### config.mk
export PLATFORM = sky130hd
export DESIGN_NAME = serial_word_tx
export DESIGN_NICKNAME = d
export VERILOG_FILES = /design/src/rtl/serial_word_tx.sv
export SDC_FILE = /design/constraint.sdc
export NUM_CORES = 1
export LEC_CHECK = 0
export ABC_CLOCK_PERIOD_IN_PS = 1800
export BUFFER_PORTS_ARGS = -buffer_cell sky130_fd_sc_hd__buf_2
export CELL_PAD_IN_SITES_DETAIL_PLACEMENT = 1
export CELL_PAD_IN_SITES_GLOBAL_PLACEMENT = 1
export CORE_MARGIN = 8
export CORE_UTILIZATION = 42
export CTS_CLUSTER_SIZE = 14
export DETAILED_ROUTE_END_ITERATION = 12
export GPL_TIMING_DRIVEN = 0
export HOLD_SLACK_MARGIN = 0.03
export PLACE_DENSITY = 0.77
export SYNTH_ARGS = -nofsm -noshare
export SYNTH_HDL_FRONTEND = slang
export SYNTH_SLANG_ARGS = --single-unit
### constraint.sdc
create_clock -name clk -period 1.8 [get_ports clk]
set_input_delay 0.45 -clock clk [delete_from_list [all_inputs] [get_ports clk]]
set_output_delay 0.45 -clock clk [all_outputs]
set_load 0.1 [all_outputs]
### src/rtl/serial_word_tx.sv
module serial_word_tx #(
  parameter int BYTE_W = 8,
  parameter int NBYTES = 4,
  parameter int DIV_W  = 7
) (
  input  logic              clk,
  input  logic              rst,
  input  logic [BYTE_W-1:0] byte_in,
  input  logic              byte_vld,
  input  logic              send_req,
  output logic              ser_data,
  output logic              ser_clk,
  output logic              strobe_n,
  output logic              busy,
  output logic              par_clk
);
  localparam int WORD_W = BYTE_W * NBYTES;
  localparam int IDX_W  = (NBYTES > 1) ? $clog2(NBYTES) : 1;
  localparam int BIT_W  = $clog2(WORD_W);
  localparam logic [IDX_W-1:0] LAST_IDX = IDX_W'(NBYTES - 1);
  localparam logic [BIT_W-1:0] LAST_BIT = BIT_W'(WORD_W - 1);
  localparam logic [DIV_W-1:0] HALF_M1  = {1'b0, {(DIV_W-1){1'b1}}};

  logic [DIV_W-1:0]  div_cnt;
  logic [IDX_W-1:0]  idx;
  logic              full;
  logic [WORD_W-1:0] asm_word;
  logic [WORD_W-1:0] shreg;
  logic [BIT_W-1:0]  bitcnt;
  logic              start;

  assign start    = send_req && full && !busy;
  assign ser_data = shreg[0];
  assign ser_clk  = clk;
  assign strobe_n = !busy;
  assign par_clk  = div_cnt[DIV_W-1];

  always_ff @(posedge clk) begin
    if (rst) div_cnt <= '0;
    else     div_cnt <= div_cnt + 1'b1;
  end

  always_ff @(posedge clk) begin
    if (rst) begin
      idx      <= '0;
      full     <= 1'b0;
      asm_word <= '0;
    end else begin
      if (byte_vld) begin
        asm_word[idx*BYTE_W +: BYTE_W] <= byte_in;
        idx  <= (idx == LAST_IDX) ? '0 : idx + 1'b1;
        full <= (idx == LAST_IDX);
      end else if (start) begin
        full <= 1'b0;
      end
    end
  end

  always_ff @(posedge clk) begin
    if (rst) begin
      shreg  <= '0;
      bitcnt <= '0;
      busy   <= 1'b0;
    end else if (start) begin
      shreg  <= asm_word;
      bitcnt <= '0;
      busy   <= 1'b1;
    end else if (busy) begin
      shreg  <= shreg >> 1;
      bitcnt <= bitcnt + 1'b1;
      if (bitcnt == LAST_BIT) busy <= 1'b0;
    end
  end

  p_div_rise_r2: assert property (@(posedge clk) disable iff (rst)
    (div_cnt == HALF_M1) |=> $rose(par_clk));

  p_start_gated_r4: assert property (@(posedge clk) disable iff (rst)
    $rose(busy) |-> ($past(send_req) && $past(full)));

  p_first_bit_r5: assert property (@(posedge clk) disable iff (rst)
    $rose(busy) |-> (bitcnt == '0));

  p_steady_count_r8: assert property (@(posedge clk) disable iff (rst)
    (busy && bitcnt != LAST_BIT) |=> (busy && bitcnt == $past(bitcnt) + 1'b1));

  p_idle_low_r7: assert property (@(posedge clk) disable iff (rst)
    !busy |-> !ser_data);

  p_done_clears_r4: assert property (@(posedge clk) disable iff (rst)
    $rose(busy) && !$past(byte_vld) |-> !full);
endmodule

# [Yosys cells after proc, flatten, opt, wreduce, memory -nomap -nowiden]
# Index checks and enable logic that the tools add are counted.
[classes] addsub=4 multipliers=0 div=0 magnitude_cmp=0 n_eq_ne=2 n_shift=2 muxes=9 bitwise_logic=0 n_reduce_logical=6
[ops] cell="32-bit two-way mux" n=2
[ops] cell="5-bit negation with 34-bit output" n=1
[ops] cell="8-bit by 34-bit variable shift with 32-bit output, first input constant" n=1
[ops] cell="8-bit by 34-bit variable part select with 32-bit output" n=1
[ops] cell="32-bit bitwise mux" n=1
[ops] cell="7-bit by 1-bit adder with 7-bit output, second input constant" n=1
[ops] cell="5-bit by 1-bit adder with 5-bit output, second input constant" n=1
[ops] cell="5-bit equality test, second input constant" n=1
[ops] cell="1-bit two-way mux" n=5
[ops] cell="2-bit nonzero test" n=2
[ops] cell="2-bit by 1-bit adder with 2-bit output, second input constant" n=1
[ops] cell="2-bit equality test, second input constant" n=1
[ops] cell="1-bit logical AND" n=2
[ops] cell="2-bit two-way mux" n=1
[ops] cell="2-bit OR reduction" n=1
[ops] cell="1-bit logical NOT" n=1
[totals] regBits=80 latchBits=0 ram_bits=0 romBits=0 inputBits=12 output_inout_bits=5 elab_cells=30 memories=0

# [Logic depth before layout (Yosys ltp)]
# Gate-level depths: netlist of run 1.
[logic_depth] ltp_word=4 mapped_depth=7 depth_no_buf=5

==> results of run 1 <==
## sequential cells by signal (all words and copies together) (netlist names)
| register | count |
|---|---|
| idx | 2 |
| bitcnt | 5 |
| asm_word | 32 |
| busy | 1 |
| div_cnt | 7 |
| shreg | 32 |
| full | 1 |
## repair_timing
item / in CTS / in global routing
setup buffers: 1 / 2
gates resized for setup: 16 / 6
setup endpoints to repair: 29 / 25
## cell usage after synthesis (4+ instances only)
cell type / n
a32oi_1: 16
dfxtp_1: 80
nand3_1: 38
buf_4: 5
nand2_1: 50
a311oi_1: 31
clkbuf_1: 13
a22o_1: 8
ha_1: 8
buf_2: 16
inv_1: 4
xor2_1: 4
nor2_1: 56
nand4_1: 8
a21oi_1: 15
## layer usage
| metal | up-vias | wire length, um | GRT usage (%) | part of all wire, % |
|---|---|---|---|---|
| li1 | 1422 | - | - | - |
| met1 | 1455 | 4150 | 20.3 | 44 |
| met2 | 46 | 4620 | 29.5 | 49 |
| met3 | 21 | 357 | 4.98 | 3.8 |
| met4 | 0 | 244 | 8.05 | 2.6 |
| met5 | - | 0 | 0 | 0 |
## report_power, final
part / internal [W] / switching, W / total [W] / leakage, nW
Clock: 0.00122 / 0.000866 / 0.00209 / 0.154
Sequential: 0.00179 / 0.0000174 / 0.00181 / 0.648
Combinational: 0.0000900 / 0.000195 / 0.000285 / 0.619
Total: 0.00311 / 0.00108 / 0.00419 / 1.42
## critical path: cells and delay by family
kind | cells | cell delay [ps]
buffers and inverters | 3 | 390
## per-stage QoR
step	power (W)	setup TNS, ps
2_1_floorplan	0.00223	0
3_3_place_gp	0.00233	-1160
3_5_place_dp	0.00234	-2520
4_1_cts	0.00419	0
5_1_grt	0.00433	0
6_report	0.00419	0
## final timing paths
| check | from | end | slack [ps] | cells past startpoint |
|---|---|---|---|---|
| worst min register to register | asm_word[3] | asm_word[3] | 460 | 2 |
| worst max-delay path | clk | ser_clk | 60 | 3 |
| worst max register to register | idx[1] | asm_word[16] | 150 | 5 |
| worst min-delay path | byte_in[7] | asm_word[31] | 310 | 2 |
## layout make-up
cell class	count	area [sq um]	area share (%)
buffer	33	179	4.57
tap	102	128	3.26
multi-input combinational	258	1560	40.0
sequential	80	1610	41.1
clock buffer	16	216	5.53
clock inverter	3	90.1	2.30
inverter	5	23.8	0.607
timing repair buffer	16	103	2.62
## cells by family after synthesis
group / count (synthesis) / synth area share (%)
DFF: 80 / 48.0
muxes: 2 / 0.638
adders and majority gates: 8 / 3.00
and+or+nand+nor: 167 / 23.3
AOI/OAI and AO/OA: 76 / 18.1
buffers and inverters: 40 / 5.67
xor gates and xnor gates: 5 / 1.31
==> impl_metrics.ini, run 1 <==
[yosys]
synthTopCellsByArea = dfxtp_1 48%, a311oi_1 8.1%, nor2_1 6.3%
proportion_of_register_bits_with_asynchronous_set_or_reset_after_synthesis_pct = 0
post-synth-top-area-fraction_pct = 48.0
synth_area_per_cell_sq_um = 8.82
yosysWarningCount = 0
yosysUniqueCellTypes = 34
synth_cells = 378
postSynth.topFlopCell = dfxtp_1
mappedNetlistNets = 398
number_of_flops_mapped_to_enable_cells_by_yosys = 0
post_synth_instance_area_sq_mm = 0.00333
synth_seq_area_share_pct = 48.0
synth-seq-cells = 80
yosysTopAreaCell = dfxtp_1

[worst_setup_path]
critical-path-max-stage-delay_ps = 150
critPathMaxFanout = 2
critical-path-slowest-cell = buf_12
arrival_time_worst_endpoint_ps = 1290
setup.worst_path.start_class = clock port
setup.worst_path.end_class = primary output
critical_path.most_common_cell = clkbuf_8
critical_path_required_ps = 1350
criticalPathCategory = clock port to primary output
worst_path_cell_chain = clkbuf_8, clkbuf_8, buf_12

[clock_network]
clock_transition_at_the_register_clock_pins_on_the_worst_setup_and_hold_paths_after_cts_ps = 80
clock_latency_ps = 460
cts-hold-fix-buffers = 0
tritoncts = built

[placed_design]
buffer_ports.inserted = 14
placed_area_sq_mm = 0.00354
post-place-cells = 494
hpwlAfterDp_mm = 6.34
gp_routability_congestion = 0.795
placement.setup.worst_slack_ps = -141

[finish]
final_cell_area_sq_mm = 0.00391
diodes = 0
utilization_pct = 50.6
drive_above_1_share_pct = 16.1
area_growth_syn_to_layout_pct = 17.4
most-common-layout-cells = 77 x dfxtp_1, 56 x nor2_1, 50 x nand2_1, 38 x nand3_1, 31 x a311oi_1
mostFrequentLayoutCell = dfxtp_1
num-fill-cells = 936
finalNonFillerCells = 513
final_net_count = 427

[global_route]
antenna_found_initial = 0
grt_start_max_net_pins = 19
grt.total_usage_pct = 17.6
grt_pass1_wl_mm = 15.6
grt_overflow = 0
first_global_vias = 3085

[drt]
detailedRoute.firstPassIterationCount = 4
vias_per_cell = 5.74
drt-initial-drc-count = 79
drt-wirelength-per-cell_um = 18.3
drt_drc_violations_left = 0
totalWireLength_mm = 9.38
drt.antenna.violating_nets = 0
detailroute.via_count = 2944

[sta]
finalSetupViolCount = 0
timing_max_transition_violations_final = 0
setup_ws_ps = 58.8
slew_headroom_pct = 58.7
final_period_minus_worst_setup_slack_ps = 1740
max_slew.worst_pin.slew_ps = 619
rsz0062_at_grt = false
hold_violations = 0
post-route-period-util_pct = 96.7
fin_skew_ps = 10.5
maxClockFrequency_ghz = 0.575
fin_hold_ws_ps = 309

[die]
floorplan.core_area_sq_mm = 0.00773
dieHeight_um = 105
pin_count = 17
floorplan.initialDensity_pct = 43.2
num_rows = 32
die_area_sq_mm = 0.0110
die_w_um = 105

[flow_run]
maxCapViolCount = 0

[worst_hold_path]
holdCritPathClass = input pin to register

[status]
status = completed

[pwr]
ir_worst_vdd_uv = 1570
leak_nw = 1.42
powerDensity_mw_per_mm2 = 1070
Power figures use the tool's default switching activity.
==> run 2, diff against run 1 <==
--- a/config.mk
+++ b/config.mk
@@ -15,7 +15,7 @@
 export DETAILED_ROUTE_END_ITERATION = 12
 export GPL_TIMING_DRIVEN = 0
 export HOLD_SLACK_MARGIN = 0.03
-export PLACE_DENSITY = 0.77
+export PLACE_DENSITY_LB_ADDON = 0.15
 export SYNTH_ARGS = -nofsm -noshare
 export SYNTH_HDL_FRONTEND = slang
 export SYNTH_SLANG_ARGS = --single-unit
==> impl_metrics.ini, run 2 (synthesis gave the netlist of run 1 again) <==
[worst_setup_path]
critPathMaxFanout = 2
rr_startpoint = idx[0]
criticalPathCategory = clock port to primary output
setup.worst_path.end_class = primary output
critical_path_required_ps = 1350
arrival_time_worst_endpoint_ps = 1290
setup.worst_path.start_class = clock port
worst_setup_path_startpoint = clk

[pwr]
totalPowerFinal_w = 0.00400
powerDensity_mw_per_mm2 = 1030
ir_worst_vdd_uv = 1250
leak_nw = 1.40

[die]
die_w_um = 105
die_area_sq_mm = 0.0110
floorplan.core_area_sq_mm = 0.00773
pin_count = 17
dieHeight_um = 105
num_rows = 32
floorplan.initialDensity_pct = 43.2

[drt]
detailroute.via_count = 2875
drt-wirelength-per-cell_um = 18.2
detailedRoute.firstPassIterationCount = 4
totalWireLength_mm = 9.34
drt.antenna.violating_nets = 0
drt-initial-drc-count = 125
drt_drc_violations_left = 0
vias_per_cell = 5.59

[sta]
maxClockFrequency_ghz = 0.578
hold_violations = 0
slew_headroom_pct = 62.4
timing_max_transition_violations_final = 0
fin_skew_ps = 5.64
final_period_minus_worst_setup_slack_ps = 1740
fin_hold_ws_ps = 317
rsz0062_at_grt = false
post-route-period-util_pct = 96.7
max_slew.worst_pin.slew_ps = 564
finalSetupViolCount = 0
setup_ws_ps = 59.7

[flow_run]
maxCapViolCount = 0

[worst_hold_path]
timing.hold.worst.start = byte_in[6]
holdCritPathClass = input pin to register

[clock_network]
clock_latency_ps = 450
tritoncts = built
clock_transition_at_the_register_clock_pins_on_the_worst_setup_and_hold_paths_after_cts_ps = 70
cts-hold-fix-buffers = 0

[global_route]
grt.total_usage_pct = 17.3
first_global_vias = 2994
grt_overflow = 0
grt_pass1_wl_mm = 15.3
grt_start_max_net_pins = 19
antenna_found_initial = 0

[placed_design]
placement.setup.worst_slack_ps = -184
gp_routability_congestion = 0.750
post-place-cells = 494
buffer_ports.inserted = 14
hpwlAfterDp_mm = 6.56

[finish]
drive_above_1_share_pct = 15.3
register_area_sq_mm = 0.00161
finalNonFillerCells = 514
most-common-layout-cells = 77 x dfxtp_1, 56 x nor2_1, 50 x nand2_1, 38 x nand3_1, 31 x a311oi_1
diodes = 0
top_regs = asm_word: 32 flops, shreg: 32 flops, div_cnt: 7 flops
num-fill-cells = 914
utilization_pct = 50.1
final_net_count = 427
area_of_the_multi_input_gates_sq_mm = 0.00155
area_growth_syn_to_layout_pct = 16.0
mostFrequentLayoutCell = dfxtp_1

[status]
status = completed
==> run 2: routing by layer <==
| metal | routed length, um | GRT usage [%] | vias up |
|---|---|---|---|
| met5 | 0 | 0 | - |
| met4 | 180 | 8.15 | 0 |
| met3 | 244 | 2.58 | 14 |
| met2 | 4520 | 29.2 | 43 |
| met1 | 4390 | 21.3 | 1402 |
| li1 | - | - | 1416 |
==> run 2: final timing paths <==
check	endpoint	slack (ps)	cells past startpoint
max reg2reg	asm_word[29]	110	5
min reg2reg	asm_word[0]	460	2
min	asm_word[30]	320	2
max	ser_clk	60	3
==> run 2: critical path: stages <==
cell,delay (ps)
clkbuf_8,110
clkbuf_8,120
buf_12,150
==> run 2: repair_timing <==
action / CTS / global route
gates resized for setup: 18 / 2
buffers inserted: 1 / 3
setup endpoints to repair: 28 / 26
==> run 2: cell type report <==
cell class                      count  share of cell area, %
Clock buffer                       17                   5.43
Sequential cell                    80                   41.6
Timing Repair Buffer               17                   2.85
Buffer                             32                   4.43
Multi-Input combinational cell    258                   40.1
Tap cell                          102                   3.30
Inverter                            5                  0.614
Clock inverter                      3                   1.68
==> run 2: power breakdown <==
part	internal (W)	switching (W)
Sequential	0.00179	0.0000210
Combinational	0.0000872	0.000191
Clock	0.00105	0.000850
Total	0.00293	0.00106
==> run 2: metrics by stage <==
| stage | setup TNS, ps | cell area, sq um |
|---|---|---|
| 2_1_floorplan | 0 | 3340 |
| 3_3_place_gp | -1370 | 3540 |
| 3_5_place_dp | -2530 | 3540 |
| 4_1_cts | 0 | 3840 |
| 5_1_grt | 0 | 3870 |
| 6_report | 0 | 3870 |
==> run 3, diff against run 2 <==
--- a/config.mk
+++ b/config.mk
@@ -5,12 +5,12 @@
 export SDC_FILE = /design/constraint.sdc
 export NUM_CORES = 1
 export LEC_CHECK = 0
-export ABC_CLOCK_PERIOD_IN_PS = 1800
+export ABC_CLOCK_PERIOD_IN_PS = 2200
 export BUFFER_PORTS_ARGS = -buffer_cell sky130_fd_sc_hd__buf_2
 export CELL_PAD_IN_SITES_DETAIL_PLACEMENT = 1
 export CELL_PAD_IN_SITES_GLOBAL_PLACEMENT = 1
 export CORE_MARGIN = 8
-export CORE_UTILIZATION = 42
+export CORE_UTILIZATION = 45
 export CTS_CLUSTER_SIZE = 14
 export DETAILED_ROUTE_END_ITERATION = 12
 export GPL_TIMING_DRIVEN = 0
==> constraint.sdc (replaced) <==
create_clock -name clk -period 2.2 [get_ports clk]
set_input_delay 0.55 -clock clk [delete_from_list [all_inputs] [get_ports clk]]
set_output_delay 0.55 -clock clk [all_outputs]
set_load 0.1 [all_outputs]
==> impl_metrics.ini, run 3 (synthesis gave the netlist of run 1 again) <==
[finish]
top_regs = asm_word: 32 flops, shreg: 32 flops, div_cnt: 7 flops
diodes = 0
num-fill-cells = 905
most-common-layout-cells = 79 x dfxtp_1, 56 x nor2_1, 50 x nand2_1, 38 x nand3_1, 31 x a311oi_1
final_cell_area_sq_mm = 0.00375
final_net_count = 425
mostFrequentLayoutCell = dfxtp_1
utilization_pct = 52.0
drive_above_1_share_pct = 14.6
area_growth_syn_to_layout_pct = 12.6

[clock_network]
cts-hold-fix-buffers = 0
clock_transition_at_the_register_clock_pins_on_the_worst_setup_and_hold_paths_after_cts_ps = 80
tritoncts = built
clock_latency_ps = 460

[worst_setup_path]
arrival_time_worst_endpoint_ps = 1620
setup.worst_path.end_class = primary output
critical-path-max-stage-delay_ps = 170
criticalPathCategory = clock port to primary output
critical_path_required_ps = 1650
critPathMaxFanout = 2
critical-path-slowest-cell = buf_6
critical-path-top-delay-family = buffers and inverters
setup.worst_path.start_class = clock port
timing.critical_path.depth = 4
critical_path.most_common_cell = clkbuf_8
buffer_and_inverter_count_on_the_worst_path = 4
worst-r2r-cell-count = 7
worst_path_cell_chain = clkbuf_8, clkbuf_8, buf_4, buf_6

[global_route]
grt-busiest-layer = met2
grt_pass1_wl_mm = 14.9
met1_usage_pct = 22.4
grtUsageMet3_pct = 3.07
global_route.usage.met2_pct = 30.7
grt_start_max_net_pins = 20
grt_overflow = 0
first_global_vias = 3005
grt.total_usage_pct = 18.4
antenna_found_initial = 0

[placed_design]
placed_area_sq_mm = 0.00353
buffer_ports.inserted = 14
hpwlAfterDp_mm = 6.28
gp_routability_congestion = 0.777

[worst_hold_path]
worst_hold_path.num_cells = 2
holdCritPathClass = input pin to register

[sta]
hold_violations = 0
timing_max_transition_violations_final = 0
max_slew.worst_pin.slew_ps = 571
fin_skew_ps = 10.5
slew_headroom_pct = 62.0
rsz0062_at_grt = false
finalSetupViolCount = 0
finalSetupTns_ps = 0

[drt]
vias_per_cell = 5.74
detailroute.via_count = 2921
drt-initial-drc-count = 89
detailedRoute.firstPassIterationCount = 4
drt_drc_violations_left = 0
totalWireLength_mm = 9.08
drt-wirelength-per-cell_um = 17.8
drt.antenna.violating_nets = 0

[die]
pin_count = 17
dieHeight_um = 102
num_rows = 31
die_area_sq_mm = 0.0104
die_w_um = 102
floorplan.initialDensity_pct = 46.2
floorplan.core_area_sq_mm = 0.00721

[flow_run]
maxCapViolCount = 0

[pwr]
ir_worst_vdd_uv = 912
leak_nw = 1.36
powerDensity_mw_per_mm2 = 803

[status]
status = completed
run 3: cell types whose count changed in the layout (fill, tap and decap cells not counted), sizes merged:
| cell | change |
|---|---|
| buf | -2 |
| bufinv | -2 |
| clkbuf | -1 |
| clkinv | +3 |
run 3: report_power, final:
part           switching (W)  internal, W  leakage (nW)
combinational       0.000148    0.0000610         0.592
clock               0.000710     0.000609         0.122
sequential         0.0000187      0.00147         0.646
run 3: area by class of cell:
class	instances	area (sq um)	area share, %
clock inverter	4	20.0	0.533
tap	99	124	3.30
timing repair buffer	13	75.1	2.00
inverter	5	18.8	0.500
clock buffer	16	198	5.26
sequential	80	1600	42.7
multi-input combinational	258	1540	41.1
buffer	34	173	4.60
run 3: routing by layer:
| layer | vias to the layer above | wire (um) |
|---|---|---|
| li1 | 1416 | - |
| met1 | 1456 | 4370 |
| met2 | 35 | 4340 |
| met3 | 14 | 195 |
| met4 | 0 | 175 |
| met5 | - | 0 |
run 3: path summary, 6_finish.rpt:
kind / start / to / slack, ps
setup / recovery: clk / ser_clk / 30
setup reg to reg: idx[0] / asm_word[22] / 240
hold reg to reg: asm_word[3] / asm_word[3] / 450
hold / removal: byte_in[6] / asm_word[30] / 410
run 3: timing repair:
action,CTS,global route
gates resized for setup,6,2
buffers inserted,0,0
endpoints found under the setup margin,2,1
endpoints found under the hold margin,0,0
cloned,0,0
run 3: stage by stage:
step / worst slack [ps] / total power, W / hold WS, ps / instances
floorplan: 179 / 0.00183 / 418 / 378
global placement: 63.3 / 0.00190 / 432 / 491
detailed placement: 64.6 / 0.00191 / 444 / 491
CTS: 10.5 / 0.00303 / 394 / 509
global route: 17.2 / 0.00313 / 408 / 509
finish: 28.1 / 0.00301 / 409 / 509
